## src/rtl/uart_regif_pkg.sv

```systemverilog
package uart_regif_pkg;
  localparam int unsigned AW = 3;
  localparam int unsigned DW = 8;

  typedef enum logic [AW-1:0] {
    OFF_DATA = 3'd0,
    OFF_IER  = 3'd1,
    OFF_IIR  = 3'd2,
    OFF_LCR  = 3'd3,
    OFF_MCR  = 3'd4,
    OFF_LSR  = 3'd5,
    OFF_MSR  = 3'd6,
    OFF_SCR  = 3'd7
  } reg_off_e;

  typedef enum logic [1:0] {
    RX_BYTE    = 2'd0,
    RX_BRK_SET = 2'd1,
    RX_BRK_CLR = 2'd2
  } rx_kind_e;

  localparam int unsigned LCR_DLAB_BIT = 7;
  localparam int unsigned IER_RX_BIT   = 0;
  localparam int unsigned IER_TX_BIT   = 1;
  localparam int unsigned ID_W         = 3;   // no-pending, tx cause, rx cause
  localparam logic [DW-1:0] LSR_TX_IDLE = 8'h60;
  localparam logic [DW-1:0] MSR_FORCED  = 8'hB0;
  localparam logic [DW-1:0] DIV_LO_RST  = 8'h01;
endpackage

```

## src/rtl/uart_rx_hold.sv

```systemverilog
module uart_rx_hold
  import uart_regif_pkg::*;
(
  input  logic          clk_i,
  input  logic          rst_ni,
  input  logic          rx_valid_i,
  input  logic [1:0]    rx_kind_i,
  input  logic [DW-1:0] rx_data_i,
  input  logic          consume_i,
  input  logic          lsr_rd_i,
  output logic [DW-1:0] data_o,
  output logic          rdy_o,
  output logic          ovr_o,
  output logic          brk_o
);
  logic [DW-1:0] data_q;
  logic rdy_q, ovr_q, brk_q;

  always_ff @(posedge clk_i or negedge rst_ni) begin
    if (!rst_ni) begin
      data_q <= '0;
      rdy_q  <= 1'b0;
      ovr_q  <= 1'b0;
      brk_q  <= 1'b0;
    end else begin
      if (consume_i && rdy_q) begin
        data_q <= '0;
        rdy_q  <= 1'b0;
      end
      if (lsr_rd_i) ovr_q <= 1'b0;
      // arrival takes priority over a same-cycle consume
      if (rx_valid_i) begin
        rdy_q  <= 1'b1;
        data_q <= (rx_kind_i == RX_BYTE) ? rx_data_i : '0;
        if (rdy_q && !consume_i) ovr_q <= 1'b1;
        if (rx_kind_i == RX_BRK_SET) brk_q <= 1'b1;
        else if (rx_kind_i == RX_BRK_CLR) brk_q <= 1'b0;
      end
    end
  end

  assign data_o = data_q;
  assign rdy_o  = rdy_q;
  assign ovr_o  = ovr_q;
  assign brk_o  = brk_q;
endmodule

```

## src/rtl/uart_irq_ident.sv

```systemverilog
module uart_irq_ident
  import uart_regif_pkg::*;
(
  input  logic          clk_i,
  input  logic          rst_ni,
  input  logic          rd_data_i,
  input  logic          rd_iir_i,
  input  logic          set_rx_i,
  input  logic          set_tx_i,
  output logic [DW-1:0] iir_o
);
  logic [ID_W-1:0] id_q, id_d;

  always_comb begin
    id_d = id_q;
    if (rd_data_i) id_d[2] = 1'b0;
    if (rd_iir_i)  id_d[1] = 1'b0;
    if (id_d == '0) id_d = 3'b001;
    if (set_rx_i) begin
      id_d[2] = 1'b1;
      id_d[0] = 1'b0;
    end
    if (set_tx_i) begin
      id_d[1] = 1'b1;
      id_d[0] = 1'b0;
    end
  end

  always_ff @(posedge clk_i or negedge rst_ni) begin
    if (!rst_ni) id_q <= 3'b001;
    else         id_q <= id_d;
  end

  assign iir_o = {{(DW-ID_W){1'b0}}, id_q};
endmodule

```

## src/rtl/uart_regif.sv

```systemverilog
module uart_regif
  import uart_regif_pkg::*;
(
  input  logic          clk_i,
  input  logic          rst_ni,
  input  logic          req_i,
  input  logic          we_i,
  input  logic [AW-1:0] addr_i,
  input  logic [DW-1:0] wdata_i,
  output logic [DW-1:0] rdata_o,
  input  logic          rx_valid_i,
  input  logic [1:0]    rx_kind_i,
  input  logic [DW-1:0] rx_data_i,
  output logic          tx_valid_o,
  output logic [DW-1:0] tx_data_o,
  output logic          irq_o
);
  logic [DW-1:0] lcr_q, ier_q, mcr_q, scr_q, div_lo_q, div_hi_q, tx_data_q;
  logic tx_valid_q;
  logic dlab, wr, rd;
  logic [DW-1:0] rx_byte, iir;
  logic rx_rdy, rx_ovr, rx_brk;
  logic set_tx;

  assign dlab = lcr_q[LCR_DLAB_BIT];
  assign wr   = req_i && we_i;
  assign rd   = req_i && !we_i;

  logic rd_data, rd_iir, rd_lsr, wr_data, wr_ier;
  assign rd_data = rd && (addr_i == OFF_DATA) && !dlab;
  assign rd_iir  = rd && (addr_i == OFF_IIR);
  assign rd_lsr  = rd && (addr_i == OFF_LSR);
  assign wr_data = wr && (addr_i == OFF_DATA) && !dlab;
  assign wr_ier  = wr && (addr_i == OFF_IER) && !dlab;

  assign set_tx = (wr_ier && wdata_i[IER_TX_BIT]) || (wr_data && ier_q[IER_TX_BIT]);

  uart_rx_hold u_rx (
    .clk_i      (clk_i),
    .rst_ni     (rst_ni),
    .rx_valid_i (rx_valid_i),
    .rx_kind_i  (rx_kind_i),
    .rx_data_i  (rx_data_i),
    .consume_i  (rd_data),
    .lsr_rd_i   (rd_lsr),
    .data_o     (rx_byte),
    .rdy_o      (rx_rdy),
    .ovr_o      (rx_ovr),
    .brk_o      (rx_brk)
  );

  uart_irq_ident u_id (
    .clk_i     (clk_i),
    .rst_ni    (rst_ni),
    .rd_data_i (rd_data),
    .rd_iir_i  (rd_iir),
    .set_rx_i  (rx_valid_i && ier_q[IER_RX_BIT]),
    .set_tx_i  (set_tx),
    .iir_o     (iir)
  );

  always_ff @(posedge clk_i or negedge rst_ni) begin
    if (!rst_ni) begin
      lcr_q      <= '0;
      ier_q      <= '0;
      mcr_q      <= '0;
      scr_q      <= '0;
      div_lo_q   <= DIV_LO_RST;
      div_hi_q   <= '0;
      tx_valid_q <= 1'b0;
      tx_data_q  <= '0;
    end else begin
      tx_valid_q <= wr_data;
      if (wr_data) tx_data_q <= wdata_i;
      if (wr) begin
        unique case (addr_i)
          OFF_DATA: if (dlab) div_lo_q <= wdata_i;
          OFF_IER:  if (dlab) div_hi_q <= wdata_i; else ier_q <= wdata_i;
          OFF_LCR:  lcr_q <= wdata_i;
          OFF_MCR:  mcr_q <= wdata_i;
          OFF_SCR:  scr_q <= wdata_i;
          default:  ;  // fifo control, line and modem status: discarded
        endcase
      end
    end
  end

  always_comb begin
    unique case (addr_i)
      OFF_DATA: rdata_o = dlab ? div_lo_q : rx_byte;
      OFF_IER:  rdata_o = dlab ? div_hi_q : ier_q;
      OFF_IIR:  rdata_o = iir;
      OFF_LCR:  rdata_o = lcr_q;
      OFF_MCR:  rdata_o = mcr_q;
      OFF_LSR:  rdata_o = LSR_TX_IDLE | {3'b000, rx_brk, 2'b00, rx_ovr, rx_rdy};
      OFF_MSR:  rdata_o = MSR_FORCED;
      default:  rdata_o = scr_q;
    endcase
  end

  assign tx_valid_o = tx_valid_q;
  assign tx_data_o  = tx_data_q;
  assign irq_o      = ~iir[0];
endmodule

```

## config.mk

```make
export PLATFORM = sky130hd
export DESIGN_NAME = uart_regif
export DESIGN_NICKNAME = d
export VERILOG_FILES = /design/src/rtl/uart_regif_pkg.sv /design/src/rtl/uart_rx_hold.sv /design/src/rtl/uart_irq_ident.sv /design/src/rtl/uart_regif.sv
export SDC_FILE = /design/constraint.sdc
export NUM_CORES = 1
export LEC_CHECK = 0
export CAP_MARGIN = 20
export CORE_ASPECT_RATIO = 0.9
export CORE_MARGIN = 1.5
export CORE_UTILIZATION = 35
export CTS_BUF_LIST = sky130_fd_sc_hd__clkbuf_16
export DETAILED_ROUTE_END_ITERATION = 10
export GPL_ROUTABILITY_DRIVEN = 0
export GPL_TIMING_DRIVEN = 0
export PLACE_DENSITY = 0.52
export SYNTH_ARGS = -nofsm -noshare
export SYNTH_HDL_FRONTEND = slang
export SYNTH_SLANG_ARGS = --single-unit
```

## constraint.sdc

```tcl
create_clock -name clk_i -period 2.62 [get_ports clk_i]
set_input_delay 0.524 -clock clk_i [delete_from_list [all_inputs] [get_ports clk_i]]
set_output_delay 0.524 -clock clk_i [all_outputs]
set_load 0.05 [all_outputs]
```

== Yosys cells after proc, flatten, opt, wreduce, memory -nomap -nowiden ==
Cells that the tools add are included.
Storage, ports and cells
  output and inout port bits: 18
  ROM bits: 0
  latch bits: 0
  word-level logic and storage cells: 76
  memories: 0
  bits in writable memories: 0
  register bits after elaboration: 71
Operators by class
  reductions and logical operators: 32
  eq/ne operators: 9
  muxes and demuxes: 19
  divide/modulo/power cells: 0
  add/subtract/negate cells: 0
  order comparisons: 0
  multiply operators: 0
  shifts and indexed selects: 0
  bitwise logic cells: 2
Operators with widths (count)
  8-bit case mux with 7 select lines: 1
  8-bit two-way mux: 5
  1-bit logical AND: 15
  3-bit == test, second input constant: 4
  1-bit two-way mux: 11
  3-bit AND reduction: 3
  2-bit AND reduction: 4
  3-bit by 2-bit == test with 1-bit output, second input constant: 2
  3-bit logical NOT: 2
  2-bit nonzero test: 2
  3-bit by 1-bit == test with 1-bit output, second input constant: 1
  1-bit logical NOT: 3
  3-bit two-way mux: 1
  3-bit nonzero test: 1
  2-bit by 1-bit == test with 1-bit output, second input constant: 1
  2-bit == test, second input constant: 1
  2-bit logical NOT: 1
  2-bit two-way mux: 1
  1-bit inverter: 2
  1-bit logical OR: 1

== Depth between registers and ports, before layout ==
  word-level depth: 9
  depth in mapped cells: 6
  gate-level depth less buffers: 4

== Cells and area by module ==
A second synthesis with hierarchy kept.
Unflattened totals
  cell total of the unflattened synthesis: 285
  area, all modules: 3517.1 sq um
By module, submodules not included
  uart_regif: times used 1, area each 2859.0 sq um, cells each 233
  uart_rx_hold: times used 1, area each 481.7 sq um, cells each 37
  uart_irq_ident: times used 1, area each 176.4 sq um, cells each 15

== Least setup slack after synthesis ==
OpenSTA, ideal clock, no wires.
  kind: in2out
  start: input port addr_i[2]
  end: output port rdata_o[2]
  stages on the path: 6
  arrival time: 2.102 ns
  setup slack: -0.006 ns
  path buffers: 3
  path through: buf_2 > buf_2 > buf_1 > nand3_1 > o311a_1 > o22ai_1
On the way
  cells in the longest elaborated chain, start to end: 2
  elaborated cells between the ends (all ways): 8
RTL lines
  from (decl): line uart_regif.sv:8  | input logic [AW-1:0] addr_i,
  3-bit == test, or another cell as far along: line uart_regif.sv:89  | unique case (addr_i)
  8-bit case mux with 7 select lines *: line uart_regif.sv:89
  to (decl): line uart_regif.sv:10  | output logic [DW-1:0] rdata_o,
Mark *: on every way between the ends. The rest lies on a longest branch, timed or not.

== Worst setup path after layout ==
  start: input port addr_i[0]
  end: output port rdata_o[4]
The elaborated chain is that of the path after synthesis.

==> results_dict.tcl <==
set metrics [dict create \
    grt_pass1_wl_um 14100 \
    r2r_cells 4 \
    drv_cap 0 \
    viasPerCell 5.29 \
    grt_setup_unrepaired "false" \
    clock-sinks 71 \
    dieWidth_um 108 \
    grt-ovfl-total 0 \
    p_switching_mw 1.07 \
    syn-cell-area_sq_um 3470 \
    p_leak_nw 1.91 \
    rows 34 \
    synth_area_leaders "dfrtp_1, mux2_2, mux2i_1" \
    clk_transition_reported_paths_ns 0.06 \
    cts_buffers 9 \
    syn_to_final_growth_pct 26.2 \
    skew_ns 0.00458 \
    cts.path.max_buffers 2 \
    synth_edf_count 0 \
    synth_area_leader_cell "dfrtp_1" \
    final-hold-violation-count 0 \
    path_class "in2out" \
    startpoint_type "primary input" \
    port_buffers 41 \
    yosys-top-cells-count "dfrtp_1, mux2_2, mux2i_1, nand2_1, a22o_1" \
    ys_types 48 \
    max_freq_mhz 397 \
    p_seq_share_pct 39.6 \
    drtIter0Drc 91 \
    core_sq_um 9660 \
    synthMuxAreaShare_pct 24.8 \
    synth_seq_cells 71 \
    synth-xor-area-share_pct 0 \
    relSlewSlack_pct 53.2 \
    status "complete, no violations" \
    critical_path.most_common_cell "o211ai_1" \
    antenna_left 0 \
    yosysWarnings 0 \
    p_sw_share_pct 29.4 \
    syn_inst 267 \
    fin_crit_ns 2.52 \
    antennaDiodeCount 0 \
    ir_drop_mv 0.420 \
    cts_hold_buf 0 \
    path_cells "buf_2, buf_6, mux2_2, o211ai_1, o211ai_1, clkdlybuf4s15_2" \
    fin_crit_sh_pct 96.2 \
    p_per_area_nw_per_um2 829 \
    synth_nets 295 \
    yosysSeqAreaShare_pct 51.2 \
    cellInternalPower_mw 2.57 \
    grt_usage_pct 18.3 \
    die_area_sq_um 10500 \
    pwr-share-comb_pct 24.9 \
    slowest_delay_ns 0.36 \
    post_cts.repair.setup_buffers 0 \
    fin_tns_setup_ns 0 \
    synth-simple-area-share_pct 10.1 \
    drtPass1Iterations 4 \
    clk-insertion-delay-late_ns 0.33 \
    cts-htree-levels 3 \
    clkPwrFrac_pct 35.6 \
    required_ns 2.10 \
    end_kind "output pin" \
    drt-total-wl_um 8980 \
    ios 44 \
    synthDominantCellAreaShare_pct 49.7 \
    synth_most_common_cell "dfrtp_1" \
    ys_async_sr_fraction_pct 100 \
    grt_pass1_vias 2324 \
    grt_antenna_before_repair 0 \
    synth_top_family_by_area "multiplexers" \
    root_buffer "clkbuf_16" \
    crit_path_max_fanout 10 \
    synth_compound_area_share_pct 9.87 \
    routedWlPerCell_um 19.9 \
    setup_violations 0 \
    synth_area_per_cell_sq_um 13.0 \
    drive_gt1_share_pct 36.9 \
    nets 348 \
    vias 2386 \
    hold_ws_ns 0.141 \
    die_h_um 97.5 \
    dpl.hpwl_um 5920 \
    drc_errors 0 \
    cts_tree "built" \
    maxSlewViolCount 0 \
    arrival_ns 2.00 \
    start_util_pct 36.0 \
    synth_flop_cell "dfrtp_1" \
    tightest_slew_ns 0.703 \
    critPathSlowestCell "clkdlybuf4s15_2" \
    grt_max_degree 41 \
    synth_fa_ha_area_share_pct 0.720 \
    hold_path_class "in2async" \
]
-- through the flow --
step	instance area, sq um	total power, mW	worst slack (ns)	cells	util (%)
6_report	4380	3.64	0.0999	451	45.4
5_1_grt	4380	3.80	0.0136	451	45.4
4_1_cts	4400	3.67	-0.0283	451	45.5
3_5_place_dp	4070	2.37	-0.963	435	42.1
3_3_place_gp	4050	2.35	-1.58	434	41.9
2_1_floorplan	3480	2.06	0.0861	267	-
-- state kept, by name, summed over array words and instances, names as in the netlist --
signal,count
u_rx.ovr_o,1
u_id.id_q,3
u_rx.rdy_o,1
tx_valid_o,1
ier_q,8
div_hi_q,8
mcr_q,8
lcr_q,8
u_rx.data_o,8
u_rx.brk_o,1
tx_data_o,8
div_lo_q,8
scr_q,8
-- logic make-up after synthesis --
group	count (synthesis)
buffers and inverters	22
and+or+nand+nor	53
AOI/OAI and AO/OA	43
DFF	71
muxes	76
adders and majority gates	2
-- path summary, 6_finish.rpt --
| check | from | endpoint | slack (ns) |
|---|---|---|---|
| hold / removal | rst_ni | u_rx.data_o[1]$_DFFE_PN0P_ | 0.14 |
| setup / recovery | addr_i[0] | rdata_o[4] | 0.1 |
| max in group asynchronous | rst_ni | scr_q[4]$_DFFE_PN0P_ | 1.91 |
| setup reg to reg | lcr_q[7]$_DFFE_PN0P_ | div_hi_q[2]$_DFFE_PN0P_ | 0.76 |
| min in group clk_i | u_id.id_q[2]$_DFF_PN0_ | u_id.id_q[2]$_DFF_PN0_ | 0.49 |
| hold reg to reg | u_id.id_q[2]$_DFF_PN0_ | u_id.id_q[2]$_DFF_PN0_ | 0.49 |
-- area by class of cell --
cell class	instances	area, sq um
Fill cell	938	5270
Clock buffer	9	225
Tap cell	126	158
Inverter	9	33.8
Sequential cell	71	1780
Multi-Input combinational cell	174	1600
Timing Repair Buffer	42	408
Clock inverter	7	87.6
Buffer	13	93.8
-- power groups by stage --
stage	Sequential [mW]	Clock, mW	Combinational [mW]
floorplan	1.53	0	0.538
global placement	1.45	0	0.901
CTS	1.44	1.32	0.917
detailed placement	1.46	0	0.916
finish	1.44	1.29	0.904
global route	1.47	1.37	0.967
-- cell usage in the layout (no fill, tap or decap), types with 5 or more instances in the layout --
cell and n:
inv_1 9, dfrtp_1 69, nor2_2 5, o211ai_1 6, buf_2 9, nand2b_1 5
nand2_1 14, clkbuf_16 9, mux2i_1 14, clkdlybuf4s50_1 31, mux2_2 60, a22o_1 10
-- critical path, delay by kind of cell --
family,cells,cell delay [ns]
AO/OA/AOI/OAI,2,0.33
buffers and inverters,3,0.81
multiplexers,1,0.34
-- repair_timing --
| action | in CTS | in global routing |
|---|---|---|
| setup endpoints to repair | 8 | 8 |
| cloned | 0 | 0 |
| resized for setup | 31 | 15 |
| endpoints found under the hold margin | 0 | 0 |
-- layer usage --
metal	wire length [um]	share of wire [%]	track usage [%]
met3	299	3.3	4.43
met5	0	0	0
met2	4040	45	25.9
met1	4560	51	27.7
met4	84	0.94	4.55
Power figures use the tool's default switching activity.
